<file path="config.mk">
export PLATFORM = sky130hd
export DESIGN_NAME = prio_abort_replay
export DESIGN_NICKNAME = d
export VERILOG_FILES = /design/src/rtl/pra_pkg.sv /design/src/rtl/pra_select.sv /design/src/rtl/pra_abort_gen.sv /design/src/rtl/pra_slot.sv /design/src/rtl/pra_seq_track.sv /design/src/rtl/prio_abort_replay.sv
export SDC_FILE = /design/constraint.sdc
export NUM_CORES = 1
export LEC_CHECK = 0
export BUFFER_PORTS_ARGS = -buffer_cell sky130_fd_sc_hd__buf_2
export CAP_MARGIN = 20
export CORE_ASPECT_RATIO = 1.2
export CORE_MARGIN = 1
export CORE_UTILIZATION = 35
export CTS_CLUSTER_DIAMETER = 40
export DETAILED_ROUTE_END_ITERATION = 7
export GPL_TIMING_DRIVEN = 0
export PLACE_DENSITY = 0.69
export SLEW_MARGIN = 20
export SYNTH_ARGS = -nofsm -noshare
export SYNTH_HDL_FRONTEND = slang
export SYNTH_SLANG_ARGS = --single-unit
</file>
<file path="constraint.sdc">
create_clock -name clk -period 1.8 [get_ports clk]
set_input_delay 0.18 -clock clk [delete_from_list [all_inputs] [get_ports clk]]
set_output_delay 0.18 -clock clk [all_outputs]
set_load 0.05 [all_outputs]
</file>
<file path="src/rtl/pra_pkg.sv">
package pra_pkg;

   typedef enum logic [1:0] {
      SRC_NONE = 2'd0,
      SRC_PRI  = 2'd1,
      SRC_NRM  = 2'd2,
      SRC_RPL  = 2'd3
   } src_e;

endpackage

</file>
<file path="src/rtl/pra_select.sv">
module pra_select
   import pra_pkg::*;
(
   input  logic idle,
   input  logic replay_pend,
   input  logic seq_active,
   input  logic pri_valid,
   input  logic nrm_valid,
   output src_e sel
);

   always_comb begin
      sel = SRC_NONE;
      if (idle) begin
         if (replay_pend && !seq_active)
            sel = SRC_RPL;
         else if (pri_valid)
            sel = SRC_PRI;
         else if (nrm_valid && !replay_pend)
            sel = SRC_NRM;
      end
   end

endmodule

</file>
<file path="src/rtl/pra_abort_gen.sv">
module pra_abort_gen #(
   parameter bit ALLOW_ABORT = 1'b1
) (
   input  logic cfg_abort_en,
   input  logic busy,
   input  logic cur_pri,
   input  logic replay_pend,
   input  logic pri_valid,
   input  logic cv_done,
   output logic abort
);

   generate
      if (ALLOW_ABORT) begin : g_abort
         assign abort = cfg_abort_en & busy & ~cur_pri & ~replay_pend
                        & pri_valid & ~cv_done;
      end else begin : g_no_abort
         logic unused_in;
         assign unused_in = cfg_abort_en ^ busy ^ cur_pri ^ replay_pend
                            ^ pri_valid ^ cv_done;
         assign abort = 1'b0;
      end
   endgenerate

endmodule

</file>
<file path="src/rtl/pra_slot.sv">
module pra_slot #(
   parameter int CMD_W = 16
) (
   input  logic             clk,
   input  logic             rst_n,
   input  logic             save,
   input  logic [CMD_W-1:0] save_cmd,
   input  logic             take,
   output logic             pend,
   output logic [CMD_W-1:0] held_cmd
);

   always_ff @(posedge clk or negedge rst_n) begin
      if (!rst_n) begin
         pend     <= 1'b0;
         held_cmd <= '0;
      end else if (save) begin
         pend     <= 1'b1;
         held_cmd <= save_cmd;
      end else if (take) begin
         pend     <= 1'b0;
      end
   end

endmodule

</file>
<file path="src/rtl/pra_seq_track.sv">
module pra_seq_track (
   input  logic clk,
   input  logic rst_n,
   input  logic pri_issue,
   input  logic abort,
   input  logic seq_end,
   output logic seq_active
);

   always_ff @(posedge clk or negedge rst_n) begin
      if (!rst_n)
         seq_active <= 1'b0;
      else if (pri_issue || abort)
         seq_active <= 1'b1;
      else if (seq_end)
         seq_active <= 1'b0;
   end

endmodule

</file>
<file path="src/rtl/prio_abort_replay.sv">
module prio_abort_replay
   import pra_pkg::*;
#(
   parameter int CMD_W       = 16,
   parameter bit ALLOW_ABORT = 1'b1
) (
   input  logic             clk,
   input  logic             rst_n,
   input  logic             cfg_abort_en,
   input  logic             nrm_valid,
   input  logic [CMD_W-1:0] nrm_cmd,
   output logic             nrm_ready,
   input  logic             pri_valid,
   input  logic [CMD_W-1:0] pri_cmd,
   input  logic             pri_eoq,
   output logic             pri_ready,
   output logic             cv_start,
   output logic [CMD_W-1:0] cv_cmd,
   output logic             cv_abort,
   input  logic             cv_done
);

   localparam int CMD_MSB = CMD_W - 1;

   generate
      if (CMD_W < 1) begin : g_bad_width
         $error("prio_abort_replay: CMD_W must be at least 1");
      end
   endgenerate

   logic             busy;
   logic             cur_pri;
   logic             cur_eoq;
   logic [CMD_MSB:0] cur_cmd;
   logic             replay_pend;
   logic [CMD_MSB:0] replay_cmd;
   logic             seq_active;
   logic             seq_end;
   logic             idle;
   src_e             sel;

   assign idle = rst_n & ~busy;

   pra_select u_select (
      .idle        (idle),
      .replay_pend (replay_pend),
      .seq_active  (seq_active),
      .pri_valid   (pri_valid),
      .nrm_valid   (nrm_valid),
      .sel         (sel)
   );

   pra_abort_gen #(.ALLOW_ABORT(ALLOW_ABORT)) u_abort (
      .cfg_abort_en (cfg_abort_en),
      .busy         (busy),
      .cur_pri      (cur_pri),
      .replay_pend  (replay_pend),
      .pri_valid    (pri_valid),
      .cv_done      (cv_done),
      .abort        (cv_abort)
   );

   pra_slot #(.CMD_W(CMD_W)) u_slot (
      .clk      (clk),
      .rst_n    (rst_n),
      .save     (cv_abort),
      .save_cmd (cur_cmd),
      .take     (sel == SRC_RPL),
      .pend     (replay_pend),
      .held_cmd (replay_cmd)
   );

   assign seq_end = busy & cv_done & cur_pri & cur_eoq;

   pra_seq_track u_seq (
      .clk        (clk),
      .rst_n      (rst_n),
      .pri_issue  (sel == SRC_PRI),
      .abort      (cv_abort),
      .seq_end    (seq_end),
      .seq_active (seq_active)
   );

   always_comb begin
      unique case (sel)
         SRC_PRI: cv_cmd = pri_cmd;
         SRC_NRM: cv_cmd = nrm_cmd;
         SRC_RPL: cv_cmd = replay_cmd;
         default: cv_cmd = '0;
      endcase
   end

   assign cv_start  = (sel != SRC_NONE);
   assign pri_ready = (sel == SRC_PRI);
   assign nrm_ready = (sel == SRC_NRM);

   always_ff @(posedge clk or negedge rst_n) begin
      if (!rst_n) begin
         busy    <= 1'b0;
         cur_pri <= 1'b0;
         cur_eoq <= 1'b0;
         cur_cmd <= '0;
      end else begin
         if (cv_abort)
            busy <= 1'b0;
         else if (cv_start)
            busy <= 1'b1;
         else if (cv_done)
            busy <= 1'b0;
         if (cv_start) begin
            cur_cmd <= cv_cmd;
            cur_pri <= (sel == SRC_PRI);
            cur_eoq <= (sel == SRC_PRI) & pri_eoq;
         end
      end
   end

endmodule

</file>
==> summary.md, run 1 <==
| Metric | Value |
|---|---|
| Internal power | 2.36 mW |
| Global Route Usage Sum | 20.3% |
| Die Y | 82.6 um |
| Metal2 WL | 2980 um |
| Commonest non-fill, non-tap cell in the layout | buf_2 |
| HP Start | pri_eoq |
| F_max | 0.520 GHz |
| First-pass GRT wire length | 9110 um |
| Reg-to-Reg Start | busy$_DFFE_PN0P_ |
| Syn. warnings | 0 |
| DRC viols | 0 |
| Mapped Area | 1900 um^2 |
| Maximum buffer depth of the clock tree | 2 |
| Routed length on met1 | 2350 um |
| Total of max-cap violations | 0 |
| Crit path max-delay family | flip-flops |
| R2R depth | 7 |
| DP HPWL | 3330 um |
| Mux cell area share after synthesis | 9.50% |
| Sw Share | 34.2% |
| LEAKAGE | 1.44 nW |
| Pins Over Slew Limit | 0 |
| Post-synth top area share | 48.8% |
| Worst EP required | 1.62 ns |
| Sequential area share after synthesis | 48.8% |
| Worst vdd ir | 0.538 mV |
| Syn Area/Cell | 12.2 um^2 |
| Row cnt | 29 |
| Sequential share of power | 40.3% |
| Failing checks | setup timing |
| Fin nets | 281 |
| Psw | 1.23 mW |
| Post-synthesis cell type count | 26 |
| Clk pwr share | 20.8% |
| WHS Path Cells | 2 |
| Min Hold Slack | 0.0882 ns |
| Critical path cell sequence | and4bb_1, buf_6, buf_12, o2bb2ai_2, a21o_4, buf_8 |
| CTS tree | yes |
| Final weighted congestion in routability-driven placement | 0.730 |
| Final Setup Violations | 17 |
| Worst Setup End Kind | primary output |
| # diodes | 0 |
| Worst-Skew Late Latency | 0.31 ns |
| Vias in the first global route | 1779 |
| Post-Syn Nets | 195 |
| Fillers | 418 |
| Area delta synth->final | 58.4% |
| Critical path's slowest cell | dfrtp_2 |
| Max layer used | met4 |
| Root Buffer | clkbuf_8 |
| Worst slew margin | 69.2% |
| Io pins | 59 |
| R2R Setup Slk | 0.04 ns |
| Cts bufs inserted | 5 |
| Multi-input logic area | 1060 um^2 |
| RSZ-0062 raised after global routing | yes |
| Initial antenna violation count | 0 |
| Largest area contributor in the netlist | dfrtp_1 |
| Arrival time at the worst endpoint | 1.74 ns |
| Finished Layout Cells | 305 |
| Routed WL | 5730 um |
| Post-synthesis compound-gate area fraction | 24.4% |
| Initial Utilization | 36.1% |
| Final period util | 107% |
| Worst setup path class | register to primary output |
| Largest family of logic cells by synthesized area | compound AO/OA/AOI/OAI gates |
| WP buf/inv | 3 |
| Final hold violation count | 0 |
| Worst path max stage delay | 0.45 ns |
| Worst Tran Pin Value | 0.463 ns |
| Iteration-0 DRC Markers | 153 |
| Post-Synth Adder-Cell Area | 0% |
| Met3 WL | 324 um |
| CP startpoint kind | register |
| Clk_skew | 0.0101 ns |
| Minimum clock period | 1.92 ns |
| Wire per inst | 18.8 um |
| CP max FO | 10 |
| Most frequent cells in the layout | 42 x buf_2, 36 x dfrtp_1, 17 x buf_4 |
| Core area | 5260 um^2 |
| Comb pwr share | 38.9% |
| Register area | 927 um^2 |
| Reg2reg end | cur_cmd[13]$_DFFE_PN0P_ |
| Reg clk slew, reported paths | 0.08 ns |
| H-tree Lvls | 2 |
| Total gr overflow | 0 |
| Die Span X | 69.2 um |
| Via density | 5.80 |
| IO Port Bufs | 58 |
| Hold/Removal Path Class | primary input to register |
| Hold EP | cur_eoq$_DFFE_PN0P_ |
| Synth Area in Simple Gates | 12.7% |
| Largest net degree at the start of global routing | 38 |
| FF+latch count, synth | 37 |
| Post-Synth XOR/XNOR Area | 0% |
| Syn Inst Count | 156 |
| ANT nets after route | 0 |
| Pwr dens | 1190 nW/um^2 |
| Fin worst setup slack | -0.123 ns |
| Die area | 5720 um^2 |
| Share of cells above drive strength 1 | 59.7% |
| Clock sinks | 37 |
| Status | finished with violations |
| Top cells by area, synth | dfrtp_1 49%, mux2_2 9.5%, a221o_1 8.4% |
| Placed insts | 276 |
| DRT Pass-1 Iters | 4 |
| Setup TNS | -1.71 ns |
| DR vias | 1768 |
## sequential cells by signal, summed over array words and instances, names as in the netlist
register / count
u_slot.pend: 1
cur_pri: 1
cur_cmd: 16
busy: 1
cur_eoq: 1
u_seq.seq_active: 1
u_slot.held_cmd: 16
## power groups by stage
stage | Combinational (mW) | Clock [mW] | Sequential, mW
after floorplan | 0.802 | 0 | 1.35
after global placement | 1.00 | 0 | 1.41
after detailed placement | 1.03 | 0 | 1.42
after CTS | 1.34 | 0.750 | 1.41
after global routing | 1.48 | 0.799 | 1.50
final | 1.40 | 0.746 | 1.45
## stage by stage
| step | worst slack (ns) | area [um^2] | utilization (%) | total power, mW |
|---|---|---|---|---|
| CTS | -0.156 | 2910 | 55.4 | 3.50 |
| finish | -0.123 | 3010 | 57.1 | 3.59 |
| global route | -0.194 | 3010 | 57.1 | 3.78 |
| global placement | -0.763 | 2280 | 43.3 | 2.41 |
| detailed placement | -0.806 | 2280 | 43.3 | 2.45 |
| floorplan | 0.0553 | 1910 | - | 2.15 |
## worst max path at each step
| stage | slack, ns | cells past startpoint | start | end |
|---|---|---|---|---|
| 2_1_floorplan | 0.06 | 5 | busy$_DFFE_PN0P_ | cv_cmd[1] |
| 3_3_place_gp | -0.76 | 8 | rst_n | cv_cmd[1] |
| 3_5_place_dp | -0.81 | 8 | rst_n | cv_cmd[1] |
| 4_1_cts | -0.16 | 8 | busy$_DFFE_PN0P_ | cv_cmd[7] |
| 5_1_grt | -0.19 | 7 | busy$_DFFE_PN0P_ | cv_cmd[2] |
| 6_report | -0.12 | 6 | u_slot.pend$_DFFE_PN0P_ | cv_cmd[1] |
## cells in the mapped netlist
library cell and count:
nand4b_1 15, nand4_1 1, nor4_1 1, o21ai_0 1, nor3b_2 1, a22o_1 1, a21oi_1 1, a21o_1 17
buf_4 1, o2bb2ai_1 15, and4_1 1, o31ai_1 1, and3_1 1, mux2_2 16, nor2b_1 2, a221o_1 16
buf_2 13, inv_1 1, clkbuf_1 3, dfrtp_1 37, nand2_1 3, and2b_1 1, a211o_1 1, nand2b_1 4
o32ai_1 1, and4bb_1 1
## layer usage
| layer | up-vias | track usage (%) |
|---|---|---|
| met5 | - | 0 |
| met4 | 0 | 5.92 |
| met3 | 10 | 4.61 |
| met2 | 62 | 35.1 |
| met1 | 910 | 25.6 |
| li1 | 786 | - |
## worst register-to-register path: stages (launching register included)
cell,delay [ns]
dfrtp_1,0.39
buf_6,0.12
buf_4,0.15
and2b_2,0.25
o31ai_2,0.08
buf_4,0.16
buf_6,0.14
a221o_1,0.35
## final cells by class
type                            instances  area share (%)
Sequential cell                        37            30.8
Inverter                                1           0.125
Tap cell                               62            2.58
Buffer                                 16            4.20
Clock buffer                            5            2.29
Timing Repair Buffer                   80            23.1
Clock inverter                          3            1.54
Multi-Input combinational cell        101            35.3
## kinds of logic after synthesis
kind of cell	count (synthesis)
compound gates	54
simple gates	31
mux	16
buf+inv	18
flops	37
## repair_timing
action / CTS / global route
pin swaps: 17 / 3
endpoints found under the setup margin: 36 / 26
cloned: 1 / 0
hold endpoints to repair: 37 / 0
resized for setup: 88 / 24
hold buffers: 3 / 0
setup buffers: 16 / 3
Power figures use the tool's default switching activity.
==> run 2, diff against run 1 <==
--- a/config.mk
+++ b/config.mk
@@ -5,6 +5,7 @@
 export SDC_FILE = /design/constraint.sdc
 export NUM_CORES = 1
 export LEC_CHECK = 0
+export ABC_AREA = 1
 export BUFFER_PORTS_ARGS = -buffer_cell sky130_fd_sc_hd__buf_2
 export CAP_MARGIN = 20
 export CORE_ASPECT_RATIO = 1.2
==> run 2 against run 1 <==
Compared with the run above: the flow still finishes with violations (setup timing); worst hold slack better by 0.0055 ns; critical path depth up 2; synthesized cell count up 46%.
==> summary.md, run 2 <==
| Metric | Value |
|---|---|
| IO Port Bufs | 58 (unchanged) |
| Total gr overflow | 0 (unchanged) |
| DRT Pass-1 Iters | 4 (unchanged) |
| Share of cells above drive strength 1 | 50.5% (-9.2 points) |
| Post-Syn Nets | 266 (+36%) |
| Final hold violation count | 0 (unchanged) |
| Hold/Removal Path Class | primary input to register |
| Worst slew margin | 80.9% (+12 points) |
| Top cells by area, synth | dfrtp_1 49%, nand2_1 14%, nand3_1 13% |
| Die Y | 82.5 um (-0.22%) |
| Initial Utilization | 37.4% (+1.4 points) |
| First-pass GRT wire length | 9790 um (+7.4%) |
| Fin worst setup slack | -0.0774 ns (+0.0459 ns) |
| Routed WL | 6280 um (+9.7%) |
| Psw | 1.49 mW (+21%) |
| Worst setup path class | register to primary output |
| Initial antenna violation count | 0 (unchanged) |
| Worst-Skew Late Latency | 0.29 ns (-0.02 ns) |
| Sequential area share after synthesis | 49.0% (+0.23 points) |
| Finished Layout Cells | 385 (+26%) |
| Worst EP required | 1.62 ns (about the same) |
| Post-route design area | 3110 um^2 (+3.5%) |
| Commonest non-fill, non-tap cell in the layout | nand2_1 |
| Row cnt | 28 (-3.4%) |
| Placed insts | 345 (+25%) |
| Worst Setup End Kind | primary output |
| Wire per inst | 16.3 um (-13%) |
| Failing checks | setup timing |
| Post-synth top area share | 49.0% (+0.23 points) |
| Clk pwr share | 15.9% (-4.9 points) |
| Comb pwr share | 46.9% (+8.0 points) |
| Via density | 5.38 (-7.1%) |
| Maximum buffer depth of the clock tree | 2 (unchanged) |
| LEAKAGE | 1.74 nW (+21%) |
| Syn Inst Count | 227 (+46%) |
| Final Setup Violations | 16 (-1) |
| Top_reg_cell synth | dfrtp_1 |
| Global Route Usage Sum | 22.3% (+2.0 points) |
| RSZ-0062 raised after global routing | yes |
| Clock sinks | 37 (unchanged) |
| Pre-CTS setup slack | -0.614 ns (+0.193 ns) |
| Fraction of registers with async set/reset | 100% (unchanged) |
| Post-synthesis cell type count | 18 (-31%) |
| Cts bufs inserted | 5 (unchanged) |
| Cell Area, Placed | 2250 um^2 (-0.99%) |
| DRC viols | 0 (unchanged) |
| Minimum clock period | 1.88 ns (-0.0459 ns) |
| Top flop regs | cur_cmd: 16 flops, u_slot.held_cmd: 16 flops |
| Largest area contributor in the netlist | dfrtp_1 |
| F_max | 0.533 GHz (+2.4%) |
| Final weighted congestion in routability-driven placement | 0.827 (+13%) |
| Syn Area/Cell | 8.32 um^2 (-32%) |
| Core area | 5040 um^2 (-4.1%) |
| CP startpoint kind | register |
| Status | finished with violations |
| ANT nets after route | 0 (unchanged) |
| Vias in the first global route | 2059 (+16%) |
| Iteration-0 DRC Markers | 81 (-47%) |
| Die area | 5690 um^2 (-0.45%) |
| CP max FO | 6 (-4) |
| Internal power | 2.22 mW (-6.1%) |
| Sw Share | 40.2% (+6.0 points) |
| Sequential share of power | 37.2% (-3.1 points) |
| Worst vdd ir | 0.740 mV (+37%) |
| DP HPWL | 3590 um (+7.8%) |
| Most frequent cells in the layout | 53 x nand2_1, 38 x buf_2, 36 x dfrtp_1, 34 x nand4_1 |
| Post-synth EDFFs | 0 (unchanged) |
| CTS tree | yes |
| Syn. warnings | 0 (unchanged) |
| Clk_skew | 0.00983 ns (-0.000280 ns) |
| Total of max-cap violations | 0 (unchanged) |
| # diodes | 0 (unchanged) |
| Commonest cells post-synth | 70 x nand2_1, 49 x nand3_1, 37 x dfrtp_1, 34 x nand4_1, 6 x inv_1 |
| Mapped Area | 1890 um^2 (-0.46%) |
| FF+latch count, synth | 37 (unchanged) |
| Root Buffer | clkbuf_8 |
| H-tree Lvls | 2 (unchanged) |
| Die Span X | 69.0 um (-0.22%) |
| Largest net degree at the start of global routing | 38 (unchanged) |
| Io pins | 59 (unchanged) |
| Layout Utilization | 61.6% (+4.5 points) |
| Pins Over Slew Limit | 0 (unchanged) |
| Area delta synth->final | 64.7% |
| DR vias | 2073 (+17%) |
| Most numerous cell in the Yosys netlist | nand2_1 |
| Setup TNS | -0.700 ns (+1.01 ns) |
| Fin nets | 364 (+30%) |
| Worst Tran Pin Value | 0.285 ns (-0.177 ns) |
| Pwr dens | 1190 nW/um^2 (-0.14%) |
| Arrival time at the worst endpoint | 1.70 ns (-0.04 ns) |
| Final period util | 104% (-2.6 points) |
| Reg clk slew, reported paths | 0.08 ns (about the same) |
==> run 2: cell types whose count changed in the layout (fill, tap and decap cells not counted), moves of 15 or more <==
cell,before,now
nand2_1,3,53
nand4_1,1,34
nand3_2,0,26
nand3_1,0,24
a221o_1,16,0
mux2_2,16,0
nand2_4,0,15
nand4b_1,15,0
==> run 2: per-layer routing <==
layer / global-route usage, % / routed length, um / part of all wire [%]
met5: 0 / 0 / 0
met4: 5.31 / 64 / 1.0
met3: 4.98 / 333 / 5.3
met2: 40.5 / 3290 / 52
met1: 27.0 / 2590 / 41
==> run 2: final timing paths <==
path | startpoint | endpoint | slack (ns) | cells after the start
hold / removal | pri_eoq | cur_eoq$_DFFE_PN0P_ | 0.09 | 3
min in group asynchronous | rst_n | u_seq.seq_active$_DFFE_PN0P_ | 0.45 | 3
setup reg to reg | u_slot.pend$_DFFE_PN0P_ | u_seq.seq_active$_DFFE_PN0P_ | 0.10 | 10
max in group asynchronous | rst_n | u_slot.held_cmd[6]$_DFFE_PN0P_ | 1.15 | 3
setup / recovery | u_slot.pend$_DFFE_PN0P_ | cv_cmd[15] | -0.08 | 8
hold reg to reg | cur_cmd[6]$_DFFE_PN0P_ | u_slot.held_cmd[6]$_DFFE_PN0P_ | 0.47 | 2
==> run 2: power by group through the flow <==
stage	registers (mW)	logic (mW)	clock network, mW
finish	1.38	1.74	0.589
global route	1.42	1.88	0.631
CTS	1.36	1.58	0.591
detailed placement	1.37	1.18	0
global placement	1.35	1.16	0
floorplan	1.33	0.885	0
==> run 2: final cells by class <==
| class | count | area, um^2 |
|---|---|---|
| Multi-Input combinational cell | 169 | 1090 |
| Tap cell | 60 | 75.1 |
| Clock buffer | 7 | 86.3 |
| Buffer | 12 | 126 |
| Fill cell | 429 | 1940 |
| Sequential cell | 37 | 927 |
| Timing Repair Buffer | 91 | 768 |
| Inverter | 9 | 38.8 |
==> run 2: cells by family after synthesis <==
family / synth area share [%]
AOI/OAI and AO/OA: 2.78
buffers and inverters: 6.49
DFF: 49.0
and+or+nand+nor: 41.7
==> run 2: stage by stage <==
step	power (mW)	hold slack (ns)
after floorplan	2.21	-0.116
after global placement	2.51	0.335
after detailed placement	2.55	0.330
after CTS	3.54	0.0985
after global routing	3.93	0.118
final	3.71	0.0938
==> run 2: what timing repair did <==
item                                    4_1_cts  5_1_grt
cloned                                        2        0
hold buffers                                  2        0
endpoints found under the setup margin       23       21
buffers inserted                             22        9
gates resized for setup                      99       40
endpoints found under the hold margin        37        0
pin swaps                                    11        9
==> run 2: worst max-delay path, stage by stage (launching register included) <==
cell,delay (ns)
dfrtp_2,0.44
nand2_4,0.11
nand4_1,0.18
inv_4,0.13
buf_6,0.12
buf_12,0.13
nand2_2,0.06
nand3_2,0.09
buf_8,0.14
==> run 3, diff against run 2 <==
--- a/config.mk
+++ b/config.mk
@@ -5,7 +5,6 @@
 export SDC_FILE = /design/constraint.sdc
 export NUM_CORES = 1
 export LEC_CHECK = 0
-export ABC_AREA = 1
 export BUFFER_PORTS_ARGS = -buffer_cell sky130_fd_sc_hd__buf_2
 export CAP_MARGIN = 20
 export CORE_ASPECT_RATIO = 1.2
@@ -15,6 +14,7 @@
 export DETAILED_ROUTE_END_ITERATION = 7
 export GPL_TIMING_DRIVEN = 0
 export PLACE_DENSITY = 0.69
+export SKIP_CTS_REPAIR_TIMING = 1
 export SLEW_MARGIN = 20
 export SYNTH_ARGS = -nofsm -noshare
 export SYNTH_HDL_FRONTEND = slang
==> run 3 against run 2 <==
Compared with the run above: the flow still finishes with violations (setup timing); non-clock buffer count shrank 14; routed wire length shrank 14%; critical path type unchanged; design area is 8.1% lower; largest cell class unchanged.
==> summary.md, run 3 (synthesis gave the netlist of run 1 again) <==
| Metric | Value |
|---|---|
| H-tree Lvls | 2 (unchanged) |
| Total of max-cap violations | 0 (unchanged) |
| Global Route Usage Sum | 17.5% (-4.7 points) |
| DRC viols | 0 (unchanged) |
| F_max | 0.506 GHz (-4.9%) |
| Final Setup Violations | 17 (+1) |
| Worst-Skew Late Latency | 0.30 ns (about the same) |
| GR peak layer | met2 |
| GR Layer Usage met1 | 22.4% (-4.6 points) |
| Row cnt | 29 (+3.6%) |
| Total gr overflow | 0 (unchanged) |
| Pins Over Slew Limit | 0 (unchanged) |
| Arrival time at the worst endpoint | 1.79 ns (+0.09 ns) |
| Vias in the first global route | 1566 (-24%) |
| Wire per inst | 18.2 um (+11%) |
| Worst setup path class | register to primary output |
| Failing checks | setup timing |
| RSZ-0062 raised after global routing | yes |
| Initial antenna violation count | 0 (unchanged) |
| Iteration-0 DRC Markers | 92 (+14%) |
| Met2 Use GR | 28.8% (-12 points) |
| Io pins | 59 (unchanged) |
| Commonest non-fill, non-tap cell in the layout | buf_2 |
| Top flop regs | cur_cmd: 16 flops, u_slot.held_cmd: 16 flops |
| Core area | 5260 um^2 (+4.3%) |
| Final period util | 110% (+5.4 points) |
| Final weighted congestion in routability-driven placement | 0.730 (-12%) |
| Worst Tran Pin Value | 0.438 ns (+0.153 ns) |
| Area delta synth->final | 50.6% |
| Post-route design area | 2860 um^2 (-8.1%) |
| Maximum buffer depth of the clock tree | 2 (unchanged) |
| Fin worst setup slack | -0.174 ns (-0.0971 ns) |
| Largest net degree at the start of global routing | 39 (+2.6%) |
| Via density | 5.67 (+5.4%) |
| First-pass GRT wire length | 7820 um (-20%) |
| Worst EP required | 1.62 ns (about the same) |
| Fin nets | 274 (-25%) |
| Clk_skew | 0.0120 ns (+0.00212 ns) |
| Routed WL | 5410 um (-14%) |
| Cts bufs inserted | 5 (unchanged) |
| Die area | 5720 um^2 (+0.45%) |
| Worst Setup End Kind | primary output |
| Hold/Removal Path Class | primary input to register |
| Global routing usage on met3 | 4.61% (-0.36 points) |
| CTS tree | yes |
| Die Y | 82.6 um (+0.22%) |
| IO Port Bufs | 58 (unchanged) |
| Pwr dens | 1210 nW/um^2 (+1.6%) |
| Share of cells above drive strength 1 | 58.1% (+7.6 points) |
| Worst slew margin | 70.8% (-10 points) |
| Status | finished with violations |
| Final hold violation count | 0 (unchanged) |
| Reg clk slew, reported paths | 0.08 ns (about the same) |
| # diodes | 0 (unchanged) |
| LEAKAGE | 1.39 nW (-20%) |
| Cell Area, Placed | 2280 um^2 (+1.0%) |
| Root Buffer | clkbuf_8 |
| Die Span X | 69.2 um (+0.22%) |
| CP max FO | 6 (unchanged) |
| Clock sinks | 37 (unchanged) |
| Pre-CTS setup slack | -0.806 ns (-0.193 ns) |
| DR vias | 1691 (-18%) |
| DRT Pass-1 Iters | 4 (unchanged) |
| Tot Pwr | 3.46 mW (-6.6%) |
| Initial Utilization | 36.1% (-1.4 points) |
| Minimum clock period | 1.97 ns (+0.0971 ns) |
| Worst vdd ir | 0.517 mV (-30%) |
| Most frequent cells in the layout | 43 x buf_2, 35 x dfrtp_1, 16 x buf_6, 16 x a221o_1, 16 x mux2_2 |
| Min Hold Slack | 0.0997 ns (+0.00593 ns) |
| DP HPWL | 3330 um (-7.2%) |
| ANT nets after route | 0 (unchanged) |
| CP startpoint kind | register |
run 3: cell count changes in the layout (fill, tap and decap cells not counted), sizes merged, moves of 3 or more:
cell     before  now
a21o          0   17
a221o         0   16
buf         102   85
inv           9    1
mux2          0   16
nand2        74    3
nand2b        0    4
nand3        51    0
nand4        34    1
nand4b        0   15
nor2          3    0
o21ai         4    1
o2bb2ai       0   15
run 3: per-stage QoR:
stage	cells	util, %	setup TNS (ns)
finish	298	54.3	-2.33
global route	298	54.3	-3.65
CTS	284	45.4	-14.77
detailed placement	276	43.3	-20.89
global placement	276	43.3	-19.13
floorplan	156	-	0
run 3: report_power, final:
part           switching, mW  internal (mW)
clock network          0.321          0.415
logic                  0.603          0.681
registers              0.245           1.20
total                   1.17           2.29
run 3: worst paths after layout:
kind	start	end	slack (ns)	depth (start not counted)
setup / recovery	busy$_DFFE_PN0P_	cv_cmd[8]	-0.17	7
hold / removal	pri_eoq	cur_eoq$_DFFE_PN0P_	0.1	2
setup reg to reg	busy$_DFFE_PN0P_	cur_cmd[11]$_DFFE_PN0P_	0.17	6
hold reg to reg	cur_cmd[8]$_DFFE_PN0P_	u_slot.held_cmd[8]$_DFFE_PN0P_	0.51	1
max in group asynchronous	rst_n	u_slot.pend$_DFFE_PN0P_	1.09	4
min in group asynchronous	rst_n	cur_pri$_DFFE_PN0P_	0.50	4
run 3: cell type report:
type	count	area, um^2
timing repair buffer	72	582
clock inverter	3	46.3
clock buffer	5	68.8
fill	452	2400
buffer	17	138
multi-input combinational	101	1010
inverter	1	3.75
tap	62	77.6
sequential	37	928
run 3: critical path, cell delays in order, from the launching register on:
cell and delay [ns]:
dfrtp_1 0.39, buf_6 0.13, nand2b_4 0.14, nor3b_4 0.26, buf_4 0.17, buf_6 0.13
a21o_2 0.13, buf_6 0.15
run 3: layer usage:
metal / share of wire (%) / vias to the layer above / wire [um]
li1: - / 780 / -
met1: 43 / 856 / 2330
met2: 51 / 47 / 2770
met3: 4.2 / 8 / 229
met4: 1.4 / 0 / 77
met5: 0 / - / 0
